**config.mk**
```make
export PLATFORM = sky130hd
export DESIGN_NAME = kwd_top
export DESIGN_NICKNAME = d
export VERILOG_FILES = /design/src/rtl/kwd_pkg.sv /design/src/rtl/kwd_keyseq.sv /design/src/rtl/kwd_cfg.sv /design/src/rtl/kwd_counter.sv /design/src/rtl/kwd_top.sv
export SDC_FILE = /design/constraint.sdc
export NUM_CORES = 1
export LEC_CHECK = 0
export BUFFER_PORTS_ARGS = -buffer_cell sky130_fd_sc_hd__buf_2
export CAP_MARGIN = 20
export CORE_ASPECT_RATIO = 0.9
export CORE_MARGIN = 3
export CORE_UTILIZATION = 35
export DETAILED_ROUTE_END_ITERATION = 6
export HOLD_SLACK_MARGIN = 0.06
export MAX_ROUTING_LAYER = met4
export PLACE_DENSITY = 0.51
export SYNTH_ARGS = -nofsm -noshare
export SYNTH_HDL_FRONTEND = slang
export SYNTH_SLANG_ARGS = --single-unit
```
**constraint.sdc**
```tcl
create_clock -name clk_i -period 3.5 [get_ports clk_i]
set_input_delay 0 -clock clk_i [delete_from_list [all_inputs] [get_ports clk_i]]
set_output_delay 0 -clock clk_i [all_outputs]
set_load 0.02 [all_outputs]
```
**src/rtl/kwd_pkg.sv**
```systemverilog
`timescale 1ns/1ps
package kwd_pkg;

    // register offsets (byte addresses)
    localparam int unsigned OFS_CS  = 32'h0;
    localparam int unsigned OFS_CNT = 32'h4;
    localparam int unsigned OFS_TOV = 32'h8;

    // keys written to the counter register
    localparam logic [31:0] KEY_REF_WORD = 32'hB480_A602;
    localparam logic [31:0] KEY_UNL_WORD = 32'hD928_C520;
    localparam logic [15:0] KEY_UNL_LO   = 16'hC520;
    localparam logic [15:0] KEY_UNL_HI   = 16'hD928;
    localparam logic [15:0] KEY_REF_LO   = 16'hA602;
    localparam logic [15:0] KEY_REF_HI   = 16'hB480;

    // control word bit positions
    localparam int unsigned CSB_WORD  = 13;
    localparam int unsigned CSB_UNLK  = 11;
    localparam int unsigned CSB_DONE  = 10;
    localparam int unsigned CSB_CLKLO = 8;
    localparam int unsigned CSB_EN    = 7;
    localparam int unsigned CSB_UPD   = 5;

    typedef enum logic [1:0] {
        KEY_IDLE,
        KEY_UNL_HALF,
        KEY_REF_HALF
    } key_st_e;

    typedef enum logic [1:0] {
        CFG_LOCKED,
        CFG_OPEN,
        CFG_SEALED
    } cfg_st_e;

    typedef enum logic [1:0] {
        CNT_HOLD,
        CNT_RUN,
        CNT_FIRED
    } cnt_st_e;

    typedef struct packed {
        logic       word_mode;
        logic [1:0] clk_sel;
        logic       enable;
        logic       upd_ok;
    } cfg_t;

endpackage

```
**src/rtl/kwd_keyseq.sv**
```systemverilog
`timescale 1ns/1ps
module kwd_keyseq
    import kwd_pkg::*;
(
    input  logic        clk_i,
    input  logic        rst_ni,
    input  logic        wr_en_i,
    input  logic        hit_cnt_i,
    input  logic [31:0] wr_data_i,
    input  logic        word_mode_i,
    output logic        unlock_o,
    output logic        refresh_o
);

    key_st_e     key_q;
    key_st_e     key_nxt;
    logic        wr_key;
    logic [15:0] half;

    assign wr_key = wr_en_i && hit_cnt_i;
    assign half   = wr_data_i[15:0];

    // state register
    always_ff @(posedge clk_i or negedge rst_ni) begin
        if (!rst_ni) begin
            key_q <= KEY_IDLE;
        end else begin
            key_q <= key_nxt;
        end
    end

    // next state
    always_comb begin
        key_nxt = key_q;
        unique case (key_q)
            KEY_IDLE: begin
                if (wr_key && !word_mode_i) begin
                    if (half == KEY_UNL_LO) begin
                        key_nxt = KEY_UNL_HALF;
                    end else if (half == KEY_REF_LO) begin
                        key_nxt = KEY_REF_HALF;
                    end
                end
            end
            KEY_UNL_HALF, KEY_REF_HALF: begin
                // any write ends a pending half sequence
                if (wr_en_i) begin
                    key_nxt = KEY_IDLE;
                end
            end
            default: key_nxt = KEY_IDLE;
        endcase
    end

    // outputs
    always_comb begin
        unlock_o  = 1'b0;
        refresh_o = 1'b0;
        unique case (key_q)
            KEY_IDLE: begin
                if (wr_key && word_mode_i) begin
                    unlock_o  = (wr_data_i == KEY_UNL_WORD);
                    refresh_o = (wr_data_i == KEY_REF_WORD);
                end
            end
            KEY_UNL_HALF: unlock_o  = wr_key && !word_mode_i && (half == KEY_UNL_HI);
            KEY_REF_HALF: refresh_o = wr_key && !word_mode_i && (half == KEY_REF_HI);
            default: begin
                unlock_o  = 1'b0;
                refresh_o = 1'b0;
            end
        endcase
    end

    // a pending half key never survives the next write
    a_r7_half_aborts: assert property (@(posedge clk_i) disable iff (!rst_ni)
        (key_q != KEY_IDLE && wr_en_i) |=> (key_q == KEY_IDLE));

    // in word-key mode no half sequence starts
    a_r14_word_no_half: assert property (@(posedge clk_i) disable iff (!rst_ni)
        (word_mode_i && key_q == KEY_IDLE) |=> (key_q == KEY_IDLE));

endmodule

```
**src/rtl/kwd_cfg.sv**
```systemverilog
`timescale 1ns/1ps
module kwd_cfg
    import kwd_pkg::*;
#(
    parameter int unsigned CNT_W      = 32,
    parameter int unsigned WIN_CYCLES = 256,
    parameter int unsigned RST_TOVAL  = 60000
) (
    input  logic             clk_i,
    input  logic             rst_ni,
    input  logic             wr_en_i,
    input  logic             hit_cs_i,
    input  logic             hit_tov_i,
    input  logic [31:0]      wr_data_i,
    input  logic             unlock_i,
    output cfg_t             cfg_o,
    output logic [CNT_W-1:0] toval_o,
    output logic             unlocked_o,
    output logic             done_o
);

    localparam int unsigned WIN_W = $clog2(WIN_CYCLES + 1);

    cfg_st_e          st_q;
    cfg_st_e          st_nxt;
    logic [WIN_W-1:0] win_q;
    cfg_t             cfg_q;
    logic [CNT_W-1:0] tov_q;
    logic             pend_q;
    logic             done_q;
    logic             cfg_wr;
    logic             open_evt;
    logic             upd_after;

    assign cfg_wr    = (st_q == CFG_OPEN) && wr_en_i && (hit_cs_i || hit_tov_i);
    assign open_evt  = unlock_i && (st_q != CFG_SEALED);
    assign upd_after = hit_cs_i ? wr_data_i[CSB_UPD] : cfg_q.upd_ok;

    // state register
    always_ff @(posedge clk_i or negedge rst_ni) begin
        if (!rst_ni) begin
            st_q <= CFG_LOCKED;
        end else begin
            st_q <= st_nxt;
        end
    end

    // next state
    always_comb begin
        st_nxt = st_q;
        unique case (st_q)
            CFG_LOCKED: begin
                if (unlock_i) st_nxt = CFG_OPEN;
            end
            CFG_OPEN: begin
                if (cfg_wr) begin
                    st_nxt = upd_after ? CFG_LOCKED : CFG_SEALED;
                end else if (unlock_i) begin
                    st_nxt = CFG_OPEN;
                end else if (win_q == '0) begin
                    st_nxt = CFG_LOCKED;
                end
            end
            CFG_SEALED: st_nxt = CFG_SEALED;
            default:    st_nxt = CFG_LOCKED;
        endcase
    end

    // window timer
    always_ff @(posedge clk_i or negedge rst_ni) begin
        if (!rst_ni) begin
            win_q <= '0;
        end else if (open_evt) begin
            win_q <= WIN_W'(WIN_CYCLES - 1);
        end else if (st_q == CFG_OPEN && win_q != '0) begin
            win_q <= win_q - 1'b1;
        end
    end

    // configuration registers
    always_ff @(posedge clk_i or negedge rst_ni) begin
        if (!rst_ni) begin
            cfg_q.word_mode <= 1'b0;
            cfg_q.clk_sel   <= 2'b00;
            cfg_q.enable    <= 1'b0;
            cfg_q.upd_ok    <= 1'b1;
            tov_q           <= CNT_W'(RST_TOVAL);
        end else if (cfg_wr) begin
            if (hit_cs_i) begin
                cfg_q.word_mode <= wr_data_i[CSB_WORD];
                cfg_q.clk_sel   <= wr_data_i[CSB_CLKLO +: 2];
                cfg_q.enable    <= wr_data_i[CSB_EN];
                cfg_q.upd_ok    <= wr_data_i[CSB_UPD];
            end
            if (hit_tov_i) begin
                tov_q <= wr_data_i[CNT_W-1:0];
            end
        end
    end

    // reconfiguration-done flag, one cycle behind the accepted write
    always_ff @(posedge clk_i or negedge rst_ni) begin
        if (!rst_ni) begin
            pend_q <= 1'b0;
            done_q <= 1'b0;
        end else begin
            pend_q <= cfg_wr;
            if (open_evt) begin
                done_q <= 1'b0;
            end else if (pend_q) begin
                done_q <= 1'b1;
            end
        end
    end

    // outputs
    always_comb begin
        cfg_o      = cfg_q;
        toval_o    = tov_q;
        unlocked_o = (st_q == CFG_OPEN);
        done_o     = done_q;
    end

    // the timeout cannot change while the window is closed
    a_r8_tov_locked: assert property (@(posedge clk_i) disable iff (!rst_ni)
        (st_q != CFG_OPEN) |=> $stable(tov_q));

    // an accepted configuration write closes the window
    a_r9_write_closes: assert property (@(posedge clk_i) disable iff (!rst_ni)
        cfg_wr |=> (st_q != CFG_OPEN));

    // a new unlock clears the done flag
    a_r10_done_clears: assert property (@(posedge clk_i) disable iff (!rst_ni)
        open_evt |=> !done_q);

    // a sealed configuration stays sealed
    a_r11_sealed_stays: assert property (@(posedge clk_i) disable iff (!rst_ni)
        (st_q == CFG_SEALED) |=> (st_q == CFG_SEALED) && $stable(cfg_q));

endmodule

```
**src/rtl/kwd_counter.sv**
```systemverilog
`timescale 1ns/1ps
module kwd_counter
    import kwd_pkg::*;
#(
    parameter int unsigned CNT_W = 32
) (
    input  logic             clk_i,
    input  logic             rst_ni,
    input  logic             tick_i,
    input  logic             enable_i,
    input  logic             refresh_i,
    input  logic [CNT_W-1:0] toval_i,
    output logic [CNT_W-1:0] cnt_o,
    output logic             fired_o
);

    cnt_st_e          st_q;
    cnt_st_e          st_nxt;
    logic [CNT_W-1:0] cnt_q;
    logic             reached;

    assign reached = (cnt_q >= toval_i);

    // state register
    always_ff @(posedge clk_i or negedge rst_ni) begin
        if (!rst_ni) begin
            st_q <= CNT_HOLD;
        end else begin
            st_q <= st_nxt;
        end
    end

    // next state
    always_comb begin
        st_nxt = st_q;
        unique case (st_q)
            CNT_HOLD: begin
                if (enable_i) st_nxt = CNT_RUN;
            end
            CNT_RUN: begin
                if (reached) begin
                    st_nxt = CNT_FIRED;
                end else if (!enable_i) begin
                    st_nxt = CNT_HOLD;
                end
            end
            CNT_FIRED: st_nxt = CNT_FIRED;
            default:   st_nxt = CNT_HOLD;
        endcase
    end

    // count register
    always_ff @(posedge clk_i or negedge rst_ni) begin
        if (!rst_ni) begin
            cnt_q <= '0;
        end else if (st_q != CNT_FIRED) begin
            if (refresh_i) begin
                cnt_q <= '0;
            end else if (st_q == CNT_RUN && tick_i && !reached) begin
                cnt_q <= cnt_q + 1'b1;
            end
        end
    end

    // outputs
    always_comb begin
        cnt_o   = cnt_q;
        fired_o = (st_q == CNT_FIRED);
    end

    // the reset request holds once raised
    a_r13_fired_holds: assert property (@(posedge clk_i) disable iff (!rst_ni)
        fired_o |=> fired_o && $stable(cnt_q));

    // a refresh before expiry clears the count
    a_r3_refresh_clears: assert property (@(posedge clk_i) disable iff (!rst_ni)
        (refresh_i && st_q != CNT_FIRED) |=> (cnt_q == '0));

    // a disabled counter only changes on refresh
    a_r12_hold_stable: assert property (@(posedge clk_i) disable iff (!rst_ni)
        (st_q == CNT_HOLD && !refresh_i) |=> $stable(cnt_q));

endmodule

```
**src/rtl/kwd_top.sv**
```systemverilog
`timescale 1ns/1ps
module kwd_top
    import kwd_pkg::*;
#(
    parameter int unsigned ADDR_W     = 4,
    parameter int unsigned CNT_W      = 32,
    parameter int unsigned WIN_CYCLES = 256,
    parameter int unsigned RST_TOVAL  = 60000
) (
    input  logic              clk_i,
    input  logic              rst_ni,
    input  logic              tick_i,
    input  logic              wr_en_i,
    input  logic [ADDR_W-1:0] addr_i,
    input  logic [31:0]       wr_data_i,
    output logic [31:0]       rd_data_o,
    output logic              wdog_rst_o
);

    logic             hit_cs;
    logic             hit_cnt;
    logic             hit_tov;
    logic             unlock;
    logic             refresh;
    cfg_t             cfg;
    logic [CNT_W-1:0] toval;
    logic [CNT_W-1:0] cnt;
    logic             unlocked;
    logic             done;
    logic             fired;
    logic [31:0]      cs_word;

    assign hit_cs  = (addr_i == ADDR_W'(OFS_CS));
    assign hit_cnt = (addr_i == ADDR_W'(OFS_CNT));
    assign hit_tov = (addr_i == ADDR_W'(OFS_TOV));

    kwd_keyseq u_keyseq (
        .clk_i       (clk_i),
        .rst_ni      (rst_ni),
        .wr_en_i     (wr_en_i),
        .hit_cnt_i   (hit_cnt),
        .wr_data_i   (wr_data_i),
        .word_mode_i (cfg.word_mode),
        .unlock_o    (unlock),
        .refresh_o   (refresh)
    );

    kwd_cfg #(
        .CNT_W      (CNT_W),
        .WIN_CYCLES (WIN_CYCLES),
        .RST_TOVAL  (RST_TOVAL)
    ) u_cfg (
        .clk_i      (clk_i),
        .rst_ni     (rst_ni),
        .wr_en_i    (wr_en_i),
        .hit_cs_i   (hit_cs),
        .hit_tov_i  (hit_tov),
        .wr_data_i  (wr_data_i),
        .unlock_i   (unlock),
        .cfg_o      (cfg),
        .toval_o    (toval),
        .unlocked_o (unlocked),
        .done_o     (done)
    );

    kwd_counter #(
        .CNT_W (CNT_W)
    ) u_counter (
        .clk_i     (clk_i),
        .rst_ni    (rst_ni),
        .tick_i    (tick_i),
        .enable_i  (cfg.enable),
        .refresh_i (refresh),
        .toval_i   (toval),
        .cnt_o     (cnt),
        .fired_o   (fired)
    );

    // control word assembly
    always_comb begin
        cs_word                 = '0;
        cs_word[CSB_WORD]       = cfg.word_mode;
        cs_word[CSB_UNLK]       = unlocked;
        cs_word[CSB_DONE]       = done;
        cs_word[CSB_CLKLO +: 2] = cfg.clk_sel;
        cs_word[CSB_EN]         = cfg.enable;
        cs_word[CSB_UPD]        = cfg.upd_ok;
    end

    // read mux
    always_comb begin
        rd_data_o = '0;
        if (hit_cs) begin
            rd_data_o = cs_word;
        end else if (hit_cnt) begin
            rd_data_o = 32'(cnt);
        end else if (hit_tov) begin
            rd_data_o = 32'(toval);
        end
    end

    assign wdog_rst_o = fired;

    // the unlocked flag only rises after an unlock key
    a_r4_unlock_needs_key: assert property (@(posedge clk_i) disable iff (!rst_ni)
        (!unlocked && !unlock) |=> !unlocked);

    // the reset request never rises while the counter is disabled and idle
    a_r1_no_spurious_fire: assert property (@(posedge clk_i) disable iff (!rst_ni)
        (!fired && !cfg.enable) |=> !fired);

endmodule

```
==> results_dict.tcl, run 1 <==
set metrics [dict create \
    nets 855 \
    cts_tree "done" \
    grt_pass1_wl_um 29700 \
    synth_seq_cells 86 \
    ys_warn_count 0 \
    worst_slew_pin_slew_ns 1.03 \
    grt_overflow_total 0 \
    ios 73 \
    grt_pass1_vias 5497 \
    drc_errors 0 \
    drtPass1Iterations 5 \
    ys_types 60 \
    ctsHtreeMaxLevel 3 \
    seqPwrFrac_pct 42.1 \
    synth_flop_cell "dfrtp_1" \
    drt_wl_total_um 18600 \
    core_um2 15500 \
    slew_headroom_pct 30.8 \
    synthesis.nets 729 \
    portBuffers 72 \
    fillers 1523 \
    dr.first_iter.drc_count 469 \
    gp_congestion 0.870 \
    synth-edff-count 0 \
    num_antenna_cells 0 \
    finalMaxSlewViolations 0 \
    synth_top_cell_area_share_pct 35.0 \
    drv_cap 0 \
    hold_path.class "input port to flop" \
    final-setup-viol-count 0 \
    power.leakage_nw 3.29 \
    dpl_worst_slack_ns 0.238 \
    die-area_um2 17500 \
    start_util_pct 36.0 \
    multi_input_area_um2 3170 \
    cts-buffers-inserted 9 \
    switching_share_pct 33.3 \
    cts-root-buf "clkbuf_16" \
    via_per_inst 5.62 \
    worstPathMaxFanout 8 \
    seqCellArea_um2 2160 \
    yosys-top-cells-area "dfrtp_1 (35%), ha_1 (8.3%), nand2_1 (6.7%)" \
    synthTopCellsByCount "nand2_1 (99), dfrtp_1 (78), o21ai_0 (52)" \
    die_h_um 126 \
    period_minus_slack_ns 3.10 \
    period_share_pct 88.7 \
    criticalPathCategory "flop to flop" \
    syn_inst 652 \
    async_flop_share_pct 100 \
    rows 43 \
    insertion_delay_ns 0.34 \
    ys_seq_area_share_pct 38.8 \
    synth.avg_cell_area_um2 8.55 \
    routedWlPerCell_um 18.9 \
    pwr-share-clk_pct 29.5 \
    synth_largest_area_cell "dfrtp_1" \
    yosysMostFrequentCell "nand2_1" \
    finalHoldViolations 0 \
    cts_sinks 86 \
    synth_area_um2 5570 \
    crit_arrival_ns 3.36 \
    grt_antenna_before_repair 1 \
    track_usage_pct 21.9 \
    start_kind "flop" \
    drtAntennaViolNets 0 \
    irDropWorstVdd_v 0.000264 \
    fmax_mhz 322 \
    intPower_mw 2.36 \
    final.setup.worst_slack_ns 0.396 \
    comb_power_share_pct 28.4 \
    area_delta_synth_final_pct 26.0 \
    power.density_nw_per_um2 504 \
    required_ns 3.76 \
    num_vias 5540 \
    grt_start_max_net_pins 73 \
    status "completed" \
    die_w_um 139 \
    fin_skew_ns 0.00929 \
    cp-end-kind "flop" \
    clk_pin_slew_ns 0.06 \
    drive_above_1_share_pct 19.4 \
    finalSetupTns_ns 0 \
    hpwl_um 13900 \
    post-cts-setup-buffer-count 0 \
    clk_path_buf_depth 2 \
    p_switching_mw 1.18 \
    rsz0062_at_grt "no" \
]
## what timing repair did
item                                   CTS  global route
hold buffers                            33             0
endpoints found under the hold margin  101             0
resized for setup                        0             1
setup endpoints to repair                0             4
## placed cells by master (no fill, tap or decap), drive strengths merged, types with 7 or more instances in the layout
cell           n
a22oi         27
nand2         99
ha            37
mux2i          8
nand2b        11
or4           10
nand3         19
nand4         19
nor4          12
nor3          13
o21ai         53
o211ai        13
dfrtp         78
buf          105
mux2           7
inv           46
dfstp          8
nor2          51
a21oi         23
clkbuf        12
dlygate4sd3   33
## stage by stage
stage | power (mW) | cells | utilization (%) | instance area, um2 | hold WS, ns
5_1_grt | 3.79 | 985 | 45.3 | 7020 | 0.0871
2_1_floorplan | 2.13 | 652 | - | 5570 | -0.296
3_3_place_gp | 2.45 | 936 | 41.1 | 6360 | 0.225
4_1_cts | 3.57 | 985 | 45.3 | 7010 | 0.0639
3_5_place_dp | 2.47 | 936 | 41.1 | 6360 | 0.227
6_report | 3.54 | 985 | 45.3 | 7020 | 0.0915
## path summary, 6_finish.rpt
check                                           end  slack [ns]                 from  depth (start not counted)
worst max-delay path            u_counter.cnt_o[23]        0.40  u_counter.cnt_o[27]                          8
worst max register to register  u_counter.cnt_o[23]        0.40  u_counter.cnt_o[27]                          8
worst min-delay path               u_cfg.toval_o[3]        0.09         wr_data_i[3]                          3
min in group asynchronous            u_cfg.win_q[3]        0.36               rst_ni                          2
worst min register to register         u_cfg.done_o        0.45         u_cfg.pend_q                          1
max in group asynchronous         u_cfg.toval_o[19]        2.29               rst_ni                          3
## layout make-up
| type | count | share of cell area, % |
|---|---|---|
| multi-input cells | 496 | 45.1 |
| inverters | 47 | 2.53 |
| flip-flops and latches | 86 | 30.8 |
| clock buffers | 12 | 3.51 |
| well taps | 202 | 3.60 |
| clock inverters | 4 | 0.998 |
| repair buffers | 138 | 13.4 |
## sequential cells by signal (all words and copies together) (netlist names)
signal	count
u_cfg.toval_o	32
u_counter.cnt_o	32
u_cfg.win_q	9
u_cfg.cfg_o	5
u_cfg.st_q	2
u_counter.st_q	2
u_keyseq.key_q	2
u_cfg.done_o	1
u_cfg.pend_q	1
## kinds of logic (layout without fill, tap and decap cells)
| kind of cell | count (synthesis) | count (layout) | share of synthesized area [%] |
|---|---|---|---|
| xor gates and xnor gates | 7 | 7 | 1.10 |
| DFF | 86 | 86 | 38.8 |
| AOI/OAI and AO/OA | 153 | 153 | 18.0 |
| and+or+nand+nor | 284 | 284 | 26.2 |
| adders and majority gates | 37 | 37 | 8.31 |
| muxes | 15 | 15 | 2.85 |
| buffers and inverters | 70 | 201 | 4.74 |
## worst max-delay path: stages, from the launching register on
cell      delay (ns)
dfrtp_1         0.47
ha_1            0.36
a21oi_1         0.16
o21ai_0         0.11
a221oi_1        0.46
nand2_1         0.29
or4_1           0.66
or4_1           0.43
o211ai_1        0.09
## power by group through the flow
stage / logic, mW / registers (mW) / clock network (mW)
floorplan: 0.691 / 1.44 / 0
finish: 1.01 / 1.49 / 1.04
CTS: 1.01 / 1.48 / 1.07
global placement: 0.957 / 1.49 / 0
global route: 1.16 / 1.52 / 1.11
detailed placement: 0.975 / 1.50 / 0
## per-layer routing
metal,up-vias,GRT usage (%),part of all wire [%]
li1,2630,-,-
met1,2704,31.4,49
met2,182,32.3,44
met3,24,3.45,5.3
met4,0,6.39,1.8
met5,-,-,0
Note: power is estimated with default switching activity, not from simulation.
==> run 2: changes to the inputs <==
--- a/config.mk
+++ b/config.mk
@@ -10,10 +10,12 @@
 export CORE_ASPECT_RATIO = 0.9
 export CORE_MARGIN = 3
 export CORE_UTILIZATION = 35
+export CTS_BUF_LIST = sky130_fd_sc_hd__clkbuf_16
 export DETAILED_ROUTE_END_ITERATION = 6
 export HOLD_SLACK_MARGIN = 0.06
 export MAX_ROUTING_LAYER = met4
 export PLACE_DENSITY = 0.51
+export RECOVER_POWER = 25
 export SYNTH_ARGS = -nofsm -noshare
 export SYNTH_HDL_FRONTEND = slang
 export SYNTH_SLANG_ARGS = --single-unit
==> run 2 against run 1 <==
Effect of this change: the flow now finishes with violations (capacitance limit, slew limit); clock power hardly changed; fmax is 0.11% higher; global-route usage stayed put; clock skew hardly changed; utilization is 0.081 points lower; critical path depth stayed put; die area stayed put; combinational power hardly changed; total power is 0.84% lower; via count is 0.14% higher; critical path type unchanged; highest routed layer unchanged.
==> results_dict.tcl, run 2 (synthesis gave the netlist of run 1 again) <==
set metrics [dict create \
    status "finished with violations" \
    violations "capacitance limit, slew limit" \
    placed_cell_area_um2 6360 \
    grt_pass1_wl_um 29700 \
    area_delta_synth_final_pct 25.7 \
    dr.first_iter.drc_count 430 \
    insertion_delay_ns 0.34 \
    startpoint "u_counter.cnt_o[27]" \
    criticalPathCategory "flop to flop" \
    period_minus_slack_ns 3.10 \
    path_common_cell "or4_1" \
    fillers 1524 \
    via_per_inst 5.63 \
    routedWlPerCell_um 18.8 \
    rows 43 \
    period_share_pct 88.6 \
    start_util_pct 36.0 \
    worst-path-stages 8 \
    cts_tree "done" \
    regToRegSetupSlack_ns 0.40 \
    crit_end "u_counter.cnt_o[23]" \
    track_usage_pct 21.9 \
    ios 73 \
    core_um2 15500 \
    worst_slew_pin_slew_ns 1.93 \
    worstPathMaxFanout 8 \
    die_w_um 139 \
    num_vias 5548 \
    post-cts-setup-buffer-count 0 \
    cp-end-kind "flop" \
    worstRegToRegCells 8 \
    finalSetupTns_ns 0 \
    r2r_start "u_counter.cnt_o[27]" \
    grt_pass1_vias 5497 \
    finalHoldViolations 0 \
    fin_skew_ns 0.00949 \
    drtAntennaViolNets 0 \
    seqCellArea_um2 2160 \
    rsz0062_at_grt "no" \
    cts-root-buf "clkbuf_16" \
    cts-buffers-inserted 9 \
    grt_antenna_before_repair 1 \
    power.density_nw_per_um2 501 \
    layout_commonest_cell "nand2_1" \
    power.leakage_nw 3.30 \
    gp_congestion 0.870 \
    required_ns 3.76 \
    ctsHtreeMaxLevel 3 \
    clk_path_buf_depth 2 \
    r2r_end "u_counter.cnt_o[23]" \
    start_kind "flop" \
    drc_errors 0 \
    critical_path_buf_inv_count 0 \
    final_cell_mix "nand2_1 (99), dfrtp_1 (78), buf_2 (71)" \
    die-area_um2 17500 \
    final-setup-viol-count 0 \
    cp_cell_sequence "ha_1 > a21oi_1 > o21ai_0 > a221oi_1 > nand2_1 > or4_1 > or4_1 > o211ai_1" \
    portBuffers 72 \
    drt_wl_total_um 18500 \
    hpwl_um 13900 \
    clk_pin_slew_ns 0.06 \
    cpLargestDelayFamily "simple AND/OR/NAND/NOR gates" \
    drv_cap 1 \
    slowest_stage "or4_1" \
    final_design_area_no_fill_um2 7010 \
    slowest_delay_ns 0.66 \
    irDropWorstVdd_v 0.000264 \
    finalMaxSlewViolations 73 \
    crit_arrival_ns 3.36 \
    nets 855 \
    hold_path.class "input port to flop" \
    grt_overflow_total 0 \
    drtPass1Iterations 5 \
    cts_sinks 86 \
    die_h_um 126 \
    fmax_mhz 323 \
    slew_headroom_pct -28.8 \
    drive_above_1_share_pct 19.2 \
    multi_input_area_um2 3170 \
    num_antenna_cells 0 \
    grt_start_max_net_pins 73 \
]
==> run 2: changes by cell type in the layout (fill, tap and decap cells not counted) <==
cell / previous run / this run
buf_4: 34 / 33
clkbuf_1: 2 / 0
clkbuf_2: 0 / 1
clkbuf_8: 1 / 0
clkinv_1: 0 / 1
dfstp_1: 0 / 1
dfstp_2: 8 / 7
inv_1: 46 / 48
==> run 2: worst min path at each step <==
stage / end / depth (start not counted) / startpoint / slack (ns)
2_1_floorplan: u_cfg.cfg_o[1] / 0 / rst_ni / -0.30
3_3_place_gp: u_cfg.win_q[5] / 1 / rst_ni / 0.22
3_5_place_dp: u_cfg.win_q[5] / 1 / rst_ni / 0.23
4_1_cts: u_cfg.toval_o[3] / 3 / wr_data_i[3] / 0.06
5_1_grt: u_cfg.toval_o[3] / 3 / wr_data_i[3] / 0.09
6_report: u_cfg.toval_o[3] / 3 / wr_data_i[3] / 0.09
==> run 2: power by group <==
part	total [mW]	switching (mW)	internal [mW]
Combinational	1.01	0.576	0.430
Sequential	1.49	0.202	1.29
Clock	1.02	0.400	0.616
Total	3.51	1.18	2.33
==> run 2: final cells by class <==
cell class | instances | share of cell area [%]
flip-flops and latches | 86 | 30.9
well taps | 202 | 3.61
repair buffers | 138 | 13.4
clock inverters | 7 | 1.16
clock buffers | 9 | 3.21
inverters | 47 | 2.54
multi-input cells | 496 | 45.2
==> run 2: timing repair <==
action	4_1_cts	5_1_grt
hold buffers	33	0
endpoints found under the setup margin	0	4
hold endpoints to repair	101	0
resized for setup	0	1
==> run 2: routing by layer <==
metal / vias up / track usage, % / part of all wire [%]
li1: 2629 / - / -
met1: 2703 / 31.4 / 48
met2: 191 / 32.3 / 44
met3: 25 / 3.45 / 5.4
met4: 0 / 6.39 / 1.8
met5: - / - / 0
==> run 2: per-stage QoR <==
step,power (mW),setup WS [ns],std cells,util [%],hold slack [ns]
2_1_floorplan,2.13,0.852,652,-,-0.296
3_3_place_gp,2.45,0.210,936,41.1,0.225
3_5_place_dp,2.47,0.238,936,41.1,0.227
4_1_cts,3.54,0.204,985,45.2,0.0647
5_1_grt,3.76,0.169,985,45.2,0.0880
6_report,3.51,0.399,985,45.2,0.0933
==> run 2: worst reg2reg max path, stage by stage, from the launching register on <==
cell      delay, ns
dfrtp_1        0.47
ha_1           0.36
a21oi_1        0.16
o21ai_0        0.11
a221oi_1       0.46
nand2_1        0.29
or4_1          0.66
or4_1          0.43
o211ai_1       0.09
